### src/rtl/lcd_pkg.sv
`timescale 1ns/1ps
package lcd_pkg;

  // setup command bytes, built from their field bits
  localparam logic [7:0] CMD_MODE  = 8'h20 | 8'h10 | 8'h08;        // 8-bit bus, two lines, 5x8 font
  localparam logic [7:0] CMD_SHOW  = 8'h08 | 8'h04 | 8'h02 | 8'h01; // display, cursor, blink on
  localparam logic [7:0] CMD_ENTRY = 8'h04 | 8'h02;                 // increment, no shift
  localparam logic [7:0] CMD_CLEAR = 8'h01;

  typedef enum logic [2:0] {
    WAIT_SETUP, WAIT_PULSE, WAIT_HOLD, WAIT_SHORT, WAIT_LONG
  } waitSel_e;

  typedef struct packed {
    logic     loadCmd;
    logic     loadChar;
    logic     eHigh;
    logic     eLow;
    logic     cntLoad;
    waitSel_e cntSel;
  } lcdStrobe_t;

  typedef enum logic [2:0] {
    ST_PWRUP, ST_SETUP, ST_PULSE, ST_HOLD, ST_GAP, ST_IDLE
  } ctrlState_e;

  function automatic logic [7:0] initByte(input logic [1:0] idx);
    case (idx)
      2'd0:    return CMD_MODE;
      2'd1:    return CMD_SHOW;
      2'd2:    return CMD_ENTRY;
      default: return CMD_CLEAR;
    endcase
  endfunction

  function automatic int maxOf(input int a, input int b);
    return (a > b) ? a : b;
  endfunction

endpackage

### src/rtl/lcd_datapath.sv
`timescale 1ns/1ps
module lcd_datapath
  import lcd_pkg::*;
#(
  parameter int POWERUP_CYC    = 30,
  parameter int SETUP_CYC      = 2,
  parameter int PULSE_CYC      = 4,
  parameter int HOLD_CYC       = 2,
  parameter int SHORT_WAIT_CYC = 8,
  parameter int LONG_WAIT_CYC  = 20,
  parameter int DATA_W         = 8
) (
  input  logic              clk,
  input  logic              rst,
  input  lcdStrobe_t        strobe,
  input  logic [1:0]        cmdIdx,
  input  logic [DATA_W-1:0] charData,
  output logic              cntDone,
  output logic              lcdRs,
  output logic              lcdE,
  output logic [DATA_W-1:0] lcdDb
);

  localparam int MAX_CYC = maxOf(maxOf(maxOf(POWERUP_CYC, SETUP_CYC), maxOf(PULSE_CYC, HOLD_CYC)),
                                 maxOf(SHORT_WAIT_CYC, LONG_WAIT_CYC));
  localparam int CNT_W   = $clog2(MAX_CYC + 1);

  logic [CNT_W-1:0] cnt;
  logic [CNT_W-1:0] loadVal;

  always_comb begin
    case (strobe.cntSel)
      WAIT_SETUP: loadVal = CNT_W'(SETUP_CYC - 1);
      WAIT_PULSE: loadVal = CNT_W'(PULSE_CYC - 1);
      WAIT_HOLD:  loadVal = CNT_W'(HOLD_CYC - 1);
      WAIT_SHORT: loadVal = CNT_W'(SHORT_WAIT_CYC - 1);
      default:    loadVal = CNT_W'(LONG_WAIT_CYC - 1);
    endcase
  end

  always_ff @(posedge clk) begin
    if (rst)                 cnt <= CNT_W'(POWERUP_CYC - 1);
    else if (strobe.cntLoad) cnt <= loadVal;
    else if (cnt != '0)      cnt <= cnt - 1'b1;
  end

  assign cntDone = (cnt == '0);

  always_ff @(posedge clk) begin
    if (rst) begin
      lcdRs <= 1'b0;
      lcdE  <= 1'b0;
      lcdDb <= '0;
    end else begin
      if (strobe.loadCmd) begin
        lcdRs <= 1'b0;
        lcdDb <= DATA_W'(initByte(cmdIdx));
      end else if (strobe.loadChar) begin
        lcdRs <= 1'b1;
        lcdDb <= charData;
      end
      if (strobe.eHigh)     lcdE <= 1'b1;
      else if (strobe.eLow) lcdE <= 1'b0;
    end
  end


  db_hold_chk: assert property (@(posedge clk) disable iff (rst)
    (lcdE && $past(lcdE)) |-> ($stable(lcdDb) && $stable(lcdRs)));


  no_load_in_pulse_chk: assert property (@(posedge clk) disable iff (rst)
    lcdE |-> !(strobe.loadCmd || strobe.loadChar));

endmodule

### src/rtl/lcd_ctrl.sv
`timescale 1ns/1ps
module lcd_ctrl
  import lcd_pkg::*;
(
  input  logic       clk,
  input  logic       rst,
  input  logic       cntDone,
  input  logic       charValid,
  output logic       charReady,
  output logic [1:0] cmdIdx,
  output lcdStrobe_t strobe
);

  localparam logic [1:0] LAST_CMD = 2'd3;

  ctrlState_e state, stateNxt;
  logic [1:0] step;
  logic       initDone;
  logic       isClear;

  assign isClear   = !initDone && (step == LAST_CMD);
  assign charReady = (state == ST_IDLE);
  assign cmdIdx    = (state == ST_GAP) ? step + 2'd1 : step;

  always_comb begin
    strobe   = '0;
    stateNxt = state;
    case (state)
      ST_PWRUP: if (cntDone) begin
        strobe.loadCmd = 1'b1;
        strobe.cntLoad = 1'b1;
        strobe.cntSel  = WAIT_SETUP;
        stateNxt       = ST_SETUP;
      end
      ST_SETUP: if (cntDone) begin
        strobe.eHigh   = 1'b1;
        strobe.cntLoad = 1'b1;
        strobe.cntSel  = WAIT_PULSE;
        stateNxt       = ST_PULSE;
      end
      ST_PULSE: if (cntDone) begin
        strobe.eLow    = 1'b1;
        strobe.cntLoad = 1'b1;
        strobe.cntSel  = WAIT_HOLD;
        stateNxt       = ST_HOLD;
      end
      ST_HOLD: if (cntDone) begin
        strobe.cntLoad = 1'b1;
        strobe.cntSel  = isClear ? WAIT_LONG : WAIT_SHORT;
        stateNxt       = ST_GAP;
      end
      ST_GAP: if (cntDone) begin
        if (initDone || step == LAST_CMD) begin
          stateNxt = ST_IDLE;
        end else begin
          strobe.loadCmd = 1'b1;
          strobe.cntLoad = 1'b1;
          strobe.cntSel  = WAIT_SETUP;
          stateNxt       = ST_SETUP;
        end
      end
      ST_IDLE: if (charValid) begin
        strobe.loadChar = 1'b1;
        strobe.cntLoad  = 1'b1;
        strobe.cntSel   = WAIT_SETUP;
        stateNxt        = ST_SETUP;
      end
      default: stateNxt = ST_PWRUP;
    endcase
  end

  always_ff @(posedge clk) begin
    if (rst) begin
      state    <= ST_PWRUP;
      step     <= '0;
      initDone <= 1'b0;
    end else begin
      state <= stateNxt;
      if (state == ST_GAP && cntDone && !initDone) begin
        if (step == LAST_CMD) initDone <= 1'b1;
        else                  step     <= step + 2'd1;
      end
    end
  end


  ready_idle_chk: assert property (@(posedge clk) disable iff (rst)
    charReady |-> initDone);


  strobe_excl_chk: assert property (@(posedge clk) disable iff (rst)
    !(strobe.eHigh && strobe.eLow) && !(strobe.loadCmd && strobe.loadChar));


  no_char_in_init_chk: assert property (@(posedge clk) disable iff (rst)
    !initDone |-> !strobe.loadChar);

endmodule

### src/rtl/lcd_char_ctrl.sv
`timescale 1ns/1ps
module lcd_char_ctrl
  import lcd_pkg::*;
#(
  parameter int CLK_MHZ        = 50,
  parameter int POWERUP_CYC    = 15000 * CLK_MHZ + 1,
  parameter int SETUP_CYC      = CLK_MHZ / 20 + 1,
  parameter int PULSE_CYC      = (450 * CLK_MHZ) / 1000 + 1,
  parameter int HOLD_CYC       = CLK_MHZ / 50 + 1,
  parameter int SHORT_WAIT_CYC = 40 * CLK_MHZ + 1,
  parameter int LONG_WAIT_CYC  = 1640 * CLK_MHZ + 1
) (
  input  logic       clk,
  input  logic       rst,
  input  logic       char_valid,
  input  logic [7:0] char_data,
  output logic       char_ready,
  output logic       lcd_rs,
  output logic       lcd_rw,
  output logic       lcd_e,
  output logic [7:0] lcd_db
);

  localparam int DATA_W = 8;

  lcdStrobe_t strobe;
  logic [1:0] cmdIdx;
  logic       cntDone;

  lcd_ctrl u_ctrl (
    .clk       (clk),
    .rst       (rst),
    .cntDone   (cntDone),
    .charValid (char_valid),
    .charReady (char_ready),
    .cmdIdx    (cmdIdx),
    .strobe    (strobe)
  );

  lcd_datapath #(
    .POWERUP_CYC    (POWERUP_CYC),
    .SETUP_CYC      (SETUP_CYC),
    .PULSE_CYC      (PULSE_CYC),
    .HOLD_CYC       (HOLD_CYC),
    .SHORT_WAIT_CYC (SHORT_WAIT_CYC),
    .LONG_WAIT_CYC  (LONG_WAIT_CYC),
    .DATA_W         (DATA_W)
  ) u_dp (
    .clk      (clk),
    .rst      (rst),
    .strobe   (strobe),
    .cmdIdx   (cmdIdx),
    .charData (char_data),
    .cntDone  (cntDone),
    .lcdRs    (lcd_rs),
    .lcdE     (lcd_e),
    .lcdDb    (lcd_db)
  );

  assign lcd_rw = 1'b0;


  accept_chk: assert property (@(posedge clk) disable iff (rst)
    (char_valid && char_ready) |=> (lcd_rs && lcd_db == $past(char_data)));


  ready_e_chk: assert property (@(posedge clk) disable iff (rst)
    char_ready |-> !lcd_e);

endmodule

### config.mk
export PLATFORM = sky130hd
export DESIGN_NAME = lcd_char_ctrl
export DESIGN_NICKNAME = d
export VERILOG_FILES = /design/src/rtl/lcd_pkg.sv /design/src/rtl/lcd_datapath.sv /design/src/rtl/lcd_ctrl.sv /design/src/rtl/lcd_char_ctrl.sv
export SDC_FILE = /design/constraint.sdc
export NUM_CORES = 1
export LEC_CHECK = 0
export BUFFER_PORTS_ARGS = -buffer_cell sky130_fd_sc_hd__buf_4
export CORE_MARGIN = 3
export CORE_UTILIZATION = 60
export CTS_CLUSTER_DIAMETER = 50
export DETAILED_ROUTE_END_ITERATION = 12
export HOLD_SLACK_MARGIN = 0.08
export PLACE_DENSITY = 0.82
export REMOVE_ABC_BUFFERS = 1
export SLEW_MARGIN = 20
export SYNTH_ARGS = -nofsm -noshare
export SYNTH_HDL_FRONTEND = slang
export SYNTH_SLANG_ARGS = --single-unit
### constraint.sdc
create_clock -name clk -period 5.1 [get_ports clk]
set_input_delay 0.51 -clock clk [delete_from_list [all_inputs] [get_ports clk]]
set_output_delay 0.51 -clock clk [all_outputs]
set_load 0.01 [all_outputs]
==> flow_summary.toml, run 1 <==
[outcome]
status = "completed"

[die]
die_area_um2 = 3958
die_w_um = 62.91
top_level_ports = 23
placementRows = 20
core_area_um2 = 3078
die-height_um = 62.91
initial_core_util_pct = 63.13

[logic_synthesis]
async_flop_share_pct = 0
ys_seq_area_share_pct = 37.09
synth_edf_count = 0
synth_area_um2 = 1943
synthFlopType = "dfxtp_1"
syn_avg_cell_area_um2 = 8.714
ys_warn_count = 0
ys_types = 51
syn_inst = 223
ys_ff_latch = 36

[critical_path]
cp.arrival_ps = 2300
worstPathMaxFanout = 8
ff2ff_setup_slack_ps = 3040
crit_type = "flop to flop"
crit_path_top_delay_cell = "and4_1"
critical_path.startpoint = "u_dp.cnt[6]"
reg2reg_from = "u_dp.cnt[6]"
r2r.worst_path.cells = 5
setup.worst_path.end = "u_dp.cnt[8]"
critPathMaxStageDelay_ps = 490
endpoint_kind = "flop"
r2r_end = "u_dp.cnt[8]"
path_cells = "nor4_4 > and4_1 > a31o_4 > a21oi_1 > a211o_1"
cp.required_ps = 5340
cp-start-kind = "flop"

[cts]
cts_tree = "yes"
cts.sinks = 36
holdBufCountCts = 0
postCtsSetupRepairBufs = 0
htreeDepth = 2
clk_pin_slew_worst_paths_ps = 110
clk_path_buf_depth = 2
cts_root_buffer = "clkbuf_4"
clk_latency_ps = 350
cts_buffers = 5
post_cts_resize_count = 0

[route]
drtIter0Drc = 101
first_pass_iters = 4
drc = 0
vias = 1648
drtAntennaViolNets = 0
wirelength_mm = 3.938
routedWlPerCell_um = 13.77
viasPerCell = 5.762

[final_layout]
final_util_pct = 71.46
drive_above_1_share_pct = 17.77
design_area_um2 = 2200
final_common_cell = "dfxtp_1"
antenna_cells = 0
fin_cells = 286
final_nets = 256
final_cell_mix = "36 x dfxtp_1, 21 x nand2_1, 21 x buf_4"
area_growth_pct = 13.20
fillers = 264

[grt]
grt_pass1_wl_mm = 7.100
grt_pass1_vias = 1514
gr-usage-all-layers_pct = 22.72
overflow = 0
antenna_found_initial = 0
grt_max_degree = 31

[timing]
fmax_ghz = 0.4854
min_period_over_period_pct = 40.39
hold_ws_ps = 418.4
clock_skew_ps = 13.70
fin_ws_ps = 3040
setup_tns_ps = 0
worst_slew_pin_slew_ps = 598.0
period_minus_slack_ps = 2060
hold_viol_final = 0
rsz0062_at_grt = "no"
drv_slew = 0
setup_viol = 0
slew_headroom_pct = 60.02

[min_path]
holdCritPathClass = "input port to flop"

[power_and_ir_drop]
vdd_ir_drop_max_mv = 0.2196
p_leak_nw = 0.7565
power.density_nw_per_um2 = 261.0
total_power_mw = 0.5742

[placement]
placed_area_um2 = 2105
place.gp.congestion = 0.8474
detailedPlace.worstSlack_ps = 3085
io_buffer_count = 21
place_inst = 278
dp_hpwl_mm = 2.835

[run]
maxCapViolations = 0
[synth_stat cells, types with 2 or more instances]
master    instances  share of area [%]
nand4_1           7                2.3
nor2b_1           4                1.3
a31oi_1           6                1.9
o21ai_0           8                2.1
o31ai_1           2               0.77
or2_2             3               0.97
or3_1             3               0.97
nand3_1           8                2.1
clkbuf_1          6                1.2
nor2_1           20                3.9
a311o_1           2                1.0
nor3_1           12                3.1
o21bai_1          6                2.3
dfxtp_1          36                 37
nand3b_1          2               0.77
ha_1              4                2.6
mux2i_1           4                2.1
nor4_4            3                3.3
xnor2_1          11                5.0
inv_1             2               0.39
and2_1            2               0.64
buf_2             2               0.52
a21oi_1           9                2.3
nand2b_1          5                1.6
and3_1            4                1.3
xor2_1            6                2.7
a21o_1            2               0.77
nand2_1          21                4.1
[worst min path at each step]
stage	from	end	slack, ps	depth (start not counted)
finish	char_data[3]	u_dp.lcdDb[3]	420	3
global route	char_data[3]	u_dp.lcdDb[3]	430	3
CTS	char_data[3]	u_dp.lcdDb[3]	410	3
detailed placement	u_dp.lcdDb[5]	u_dp.lcdDb[5]	470	2
global placement	u_dp.lcdDb[4]	u_dp.lcdDb[4]	460	2
floorplan	u_ctrl.initDone	u_ctrl.initDone	470	2
[routing by layer]
metal / routed length (um) / global-route usage, % / share of wire [%] / vias to the layer above
li1: - / - / - / 855
met1: 2000 / 31.96 / 51 / 761
met2: 1720 / 32.94 / 44 / 25
met3: 165 / 5.396 / 4.2 / 7
met4: 51 / 9.642 / 1.3 / 0
met5: 0 / 0 / 0 / -
[final cells by class]
cell class                 instances  area [um^2]  area share, %
multi-input combinational        175         1164          52.90
inverter                           2        7.507         0.3413
clock inverter                     1        30.03          1.365
tap                               44        55.05          2.503
sequential                        36        720.7          32.76
clock buffer                       7        65.06          2.958
timing repair buffer              21        157.7          7.167
[logic make-up after synthesis]
group           Yosys count  synth area share, %
simple gates            101                29.17
xor+xnor                 17                7.662
flops                    36                37.09
buf+inv                  12                3.027
other cells               1               0.1930
compound gates           48                18.22
fa+ha+maj                 4                2.576
mux                       4                2.061
[state kept, by name, indices dropped and copies added, names as in the netlist]
| name | cells |
|---|---|
| u_ctrl.initDone | 1 |
| u_ctrl.state | 3 |
| u_dp.cnt | 20 |
| u_dp.lcdRs | 1 |
| u_dp.lcdDb | 8 |
| u_dp.lcdE | 1 |
| u_ctrl.step | 2 |
[critical path: cells and delay by family (launching register included)]
kind / cells / cell delay, ps
simple gates: 2 / 950
compound gates: 3 / 600
flops: 1 / 390
[where the power goes]
part / switching, mW / internal (mW) / total [mW]
registers: 0.0114 / 0.289 / 0.301
logic: 0.0221 / 0.0227 / 0.0448
clock network: 0.0986 / 0.130 / 0.229
total: 0.132 / 0.442 / 0.574
Power figures use the tool's default switching activity.
==> inputs of run 2 (changes only) <==
--- a/config.mk
+++ b/config.mk
@@ -7,11 +7,11 @@
 export LEC_CHECK = 0
 export BUFFER_PORTS_ARGS = -buffer_cell sky130_fd_sc_hd__buf_4
 export CORE_MARGIN = 3
-export CORE_UTILIZATION = 60
+export CORE_UTILIZATION = 52
 export CTS_CLUSTER_DIAMETER = 50
 export DETAILED_ROUTE_END_ITERATION = 12
 export HOLD_SLACK_MARGIN = 0.08
-export PLACE_DENSITY = 0.82
+export PLACE_DENSITY = 0.75
 export REMOVE_ABC_BUFFERS = 1
 export SLEW_MARGIN = 20
 export SYNTH_ARGS = -nofsm -noshare
==> constraint.sdc (replaced) <==
create_clock -name clk -period 1.8 [get_ports clk]
set_input_delay 0.18 -clock clk [delete_from_list [all_inputs] [get_ports clk]]
set_output_delay 0.18 -clock clk [all_outputs]
set_load 0.01 [all_outputs]
==> flow_summary.toml, run 2 (synthesized netlist as in run 1, its figures left out) <==
[placement]
detailedPlace.worstSlack_ps = -144.9
io_buffer_count = 21
place_inst = 321
placed_area_um2 = 2415
place.gp.congestion = 0.8608
dp_hpwl_mm = 3.537

[die]
die_w_um = 67.13
die-height_um = 67.13
initial_core_util_pct = 56.02
core_area_um2 = 3468
top_level_ports = 23
die_area_um2 = 4506
placementRows = 21

[timing]
fmax_ghz = 0.5567
fin_ws_ps = 3.651
clock_skew_ps = 7.200
hold_viol_final = 0
period_minus_slack_ps = 1796
drv_slew = 0
min_period_over_period_pct = 99.80
setup_viol = 0
rsz0062_at_grt = "yes"

[grt]
overflow = 0
antenna_found_initial = 0
grt_max_degree = 31
gr-usage-all-layers_pct = 23.83
grt_pass1_vias = 1804
grt_pass1_wl_mm = 8.183

[power_and_ir_drop]
p_seq_share_pct = 48.6
swShare_pct = 23.86
power.density_nw_per_um2 = 656.7
p_comb_share_pct = 10.7
power.switching_mw = 0.4164
clkPwrFrac_pct = 40.7
p_leak_nw = 0.9963
intPower_mw = 1.329
vdd_ir_drop_max_mv = 0.5159

[critical_path]
cp.arrival_ps = 1950
endpoint_kind = "flop"
worstPathMaxFanout = 5
cp-start-kind = "flop"
cp.required_ps = 1950
crit_type = "flop to flop"

[outcome]
status = "completed"

[route]
routedWlPerCell_um = 14.89
vias = 1919
drtIter0Drc = 88
viasPerCell = 5.728
wirelength_mm = 4.989
drtAntennaViolNets = 0
first_pass_iters = 4
drc = 0

[run]
maxCapViolations = 0

[cts]
cts_buffers = 5
holdBufCountCts = 0
htreeDepth = 2
clk_latency_ps = 290
cts_tree = "yes"
cts_root_buffer = "clkbuf_8"
clk_path_buf_depth = 2
cts.sinks = 36
clk_pin_slew_worst_paths_ps = 70

[final_layout]
drive_above_1_share_pct = 37.72
final_nets = 303
final_util_pct = 76.62
final_common_cell = "buf_4"
design_area_um2 = 2658
regMostFlops = "u_dp.cnt"
largest_reg_flops = 20
top_regs = "u_dp.cnt: 20 flops, u_dp.lcdDb: 8 flops, u_ctrl.state: 3 flops"
fin_cells = 335
final_cell_mix = "68 x buf_4, 33 x dfxtp_1, 21 x nand2_1"
area_growth_pct = 36.77
antenna_cells = 0

[min_path]
holdCritPathClass = "input port to flop"
-- run 2: changes by cell type in the layout (fill, tap and decap cells not counted), sizes merged --
cell	delta
clkbuf	-2
clkinv	+1
buf	+47
clkinvlp	+1
-- run 2: worst paths after layout --
kind,end,start,slack (ps),cells after the start
worst max-delay path,u_dp.cnt[14],u_dp.cnt[7],4,6
worst min-delay path,u_dp.lcdDb[1],char_data[1],160,3
worst max register to register,u_dp.cnt[14],u_dp.cnt[7],4,6
worst min register to register,u_dp.lcdDb[4],u_dp.lcdDb[4],480,2
-- run 2: final cells by class --
class,count,area [um^2]
well taps,46,57.56
fillers,258,810.8
multi-input cells,175,1246
inverters,2,7.507
clock inverters,3,42.54
clock buffers,5,68.82
repair buffers,68,510.5
flip-flops and latches,36,724.4
-- run 2: timing repair --
action | CTS | global route
pin swaps | 1 | 8
endpoints found under the setup margin | 22 | 22
resized for setup | 6 | 19
setup buffers | 2 | 4
-- run 2: power by group through the flow --
stage / clock network (mW) / registers (mW) / logic [mW]
2_1_floorplan: 0 / 0.864 / 0.0849
3_3_place_gp: 0 / 0.861 / 0.167
3_5_place_dp: 0 / 0.864 / 0.172
4_1_cts: 0.725 / 0.845 / 0.178
5_1_grt: 0.760 / 0.849 / 0.206
6_report: 0.711 / 0.847 / 0.187
-- run 2: per-layer routing --
| metal | up-vias | wire length [um] | GRT usage (%) |
|---|---|---|---|
| li1 | 933 | - | - |
| met1 | 920 | 2258 | 32.41 |
| met2 | 56 | 2365 | 36.56 |
| met3 | 10 | 275 | 6.156 |
| met4 | 0 | 89 | 8.101 |
| met5 | - | 0 | 0 |
-- run 2: critical path, cell delays in order, from the launching register on --
cell	delay (ps)
dfxtp_1	330
nor4_4	360
buf_4	200
nand4_1	230
buf_4	220
a21oi_1	190
o21ai_0	120
-- run 2: through the flow --
| stage | setup TNS (ps) | hold slack, ps | power (mW) |
|---|---|---|---|
| 2_1_floorplan | -69.05 | 244.6 | 0.9487 |
| 3_3_place_gp | -59.14 | 456.9 | 1.028 |
| 3_5_place_dp | -1378 | 458.5 | 1.036 |
| 4_1_cts | 0 | 152.3 | 1.747 |
| 5_1_grt | -76.91 | 159.6 | 1.815 |
| 6_report | 0 | 157.8 | 1.745 |
==> inputs of run 3 (changes only) <==
--- a/config.mk
+++ b/config.mk
@@ -7,11 +7,11 @@
 export LEC_CHECK = 0
 export BUFFER_PORTS_ARGS = -buffer_cell sky130_fd_sc_hd__buf_4
 export CORE_MARGIN = 3
-export CORE_UTILIZATION = 52
+export CORE_UTILIZATION = 60
 export CTS_CLUSTER_DIAMETER = 50
 export DETAILED_ROUTE_END_ITERATION = 12
 export HOLD_SLACK_MARGIN = 0.08
-export PLACE_DENSITY = 0.75
+export PLACE_DENSITY = 0.82
 export REMOVE_ABC_BUFFERS = 1
 export SLEW_MARGIN = 20
 export SYNTH_ARGS = -nofsm -noshare
==> constraint.sdc (replaced) <==
create_clock -name clk -period 2.3 [get_ports clk]
set_input_delay 0.23 -clock clk [delete_from_list [all_inputs] [get_ports clk]]
set_output_delay 0.23 -clock clk [all_outputs]
set_load 0.01 [all_outputs]
==> flow_summary.toml, run 3 (synthesized netlist as in run 1, its figures left out) <==
[outcome]
status = "completed"

[placement]
place.gp.congestion = 0.8334
place_inst = 283
dp_hpwl_mm = 3.030
io_buffer_count = 21

[cts]
cts.sinks = 36
cts_tree = "yes"
clk_pin_slew_worst_paths_ps = 100
postCtsSetupRepairBufs = 0
clk_path_buf_depth = 2
holdBufCountCts = 0
htreeDepth = 2
cts_buffers = 5
clk_latency_ps = 340
post_cts_resize_count = 0
cts_root_buffer = "clkbuf_4"

[grt]
grt_max_degree = 31
grt_pass1_vias = 1556
gr-usage-all-layers_pct = 22.85
overflow = 0
grt_pass1_wl_mm = 7.307
antenna_found_initial = 0

[final_layout]
largest_reg_flops = 20
area_growth_pct = 12.62
antenna_cells = 0
final_common_cell = "dfxtp_1"
fin_cells = 290
regMostFlops = "u_dp.cnt"
drive_above_1_share_pct = 18.70
final_nets = 261
final_util_pct = 71.10
top_regs = "u_dp.cnt: 20 flops, u_dp.lcdDb: 8 flops, u_ctrl.state: 3 flops"
final_cell_mix = "36 x dfxtp_1, 26 x buf_4, 21 x nand2_1"

[route]
wl_met2_mm = 1.879
drtAntennaViolNets = 0
first_pass_iters = 4
viasPerCell = 5.959
top_layer_used = "met4"
wl_met3_um = 292
met1_length_mm = 1.962
drtIter0Drc = 99
vias = 1728
routedWlPerCell_um = 14.49
drc = 0
wirelength_mm = 4.201

[die]
die-height_um = 62.91
core_area_um2 = 3078
placementRows = 20
die_area_um2 = 3958
top_level_ports = 23
initial_core_util_pct = 63.13
die_w_um = 62.91

[timing]
setup_viol = 0
worst_slew_pin_slew_ps = 582.2
min_period_over_period_pct = 89.85
drv_slew = 0
slew_headroom_pct = 61.08
clock_skew_ps = 5.166
rsz0062_at_grt = "no"
hold_viol_final = 0
setup_tns_ps = 0
fmax_ghz = 0.4839
period_minus_slack_ps = 2066

[critical_path]
setup.worst_path.end = "u_dp.cnt[8]"
path_cells = "inv_1 > ha_1 > nor2b_1 > and4_1 > a31o_4 > a21oi_1 > a211o_1"
crit_path_top_delay_cell = "and4_1"
cp-start-kind = "flop"
cp.arrival_ps = 2300
critPathMaxStageDelay_ps = 480
crit_type = "flop to flop"
r2r.worst_path.cells = 7
critical_path.startpoint = "u_dp.cnt[0]"
reg2reg_from = "u_dp.cnt[0]"
cp.required_ps = 2530
endpoint_kind = "flop"
ff2ff_setup_slack_ps = 230
worstPathMaxFanout = 8
r2r_end = "u_dp.cnt[8]"

[power_and_ir_drop]
p_leak_nw = 0.7604
power.density_nw_per_um2 = 492.3
total_power_mw = 1.077
vdd_ir_drop_max_mv = 0.3831

[min_path]
holdCritPathClass = "input port to flop"

[run]
maxCapViolations = 0
-- run 3: layout make-up --
| type | instances | area [um^2] |
|---|---|---|
| Fill cell | 255 | 889.6 |
| Sequential cell | 36 | 720.7 |
| Timing Repair Buffer | 26 | 195.2 |
| Multi-Input combinational cell | 175 | 1164 |
| Tap cell | 44 | 55.05 |
| Inverter | 2 | 7.507 |
| Clock inverter | 1 | 5.005 |
| Clock buffer | 6 | 41.29 |
-- run 3: layer usage --
metal	vias to the layer above	track usage, %
met5	-	0
met4	0	9.642
met3	7	4.856
met2	56	33.47
met1	811	32.25
li1	854	-
-- run 3: metrics by stage --
| step | hold WS, ps | cell area [um^2] | setup WS [ps] |
|---|---|---|---|
| detailed placement | 467.5 | 2142 | 269.1 |
| CTS | 130.6 | 2188 | 238.8 |
| global placement | 462.6 | 2142 | 341.4 |
| finish | 146.3 | 2188 | 233.6 |
| global route | 147.5 | 2188 | 42.65 |
| floorplan | 294.6 | 1892 | 456.5 |
-- run 3: report_power, final --
group	switching (mW)	total [mW]	internal, mW	leakage (nW)
Sequential	0.0251	0.667	0.641	0.292
Clock	0.196	0.309	0.112	0.0281
Combinational	0.0512	0.102	0.0509	0.441
-- run 3: worst min-delay path by stage --
stage                             start             to  slack (ps)  depth (start not counted)
after global routing       char_data[1]  u_dp.lcdDb[1]         150                          3
after global placement    u_dp.lcdDb[1]  u_dp.lcdDb[1]         460                          2
after detailed placement  u_dp.lcdDb[4]  u_dp.lcdDb[4]         470                          2
after CTS                  char_data[5]  u_dp.lcdDb[5]         130                          3
after floorplan                     rst  u_dp.lcdDb[0]         290                          1
final                      char_data[1]  u_dp.lcdDb[1]         150                          3
-- run 3: worst max-delay path, delay by kind of cell (launching register included) --
family,cells,cell delay [ps]
and+or+nand+nor,2,720
AOI/OAI and AO/OA,3,610
DFF,1,330
adders and majority gates,1,180
buffers and inverters,1,110
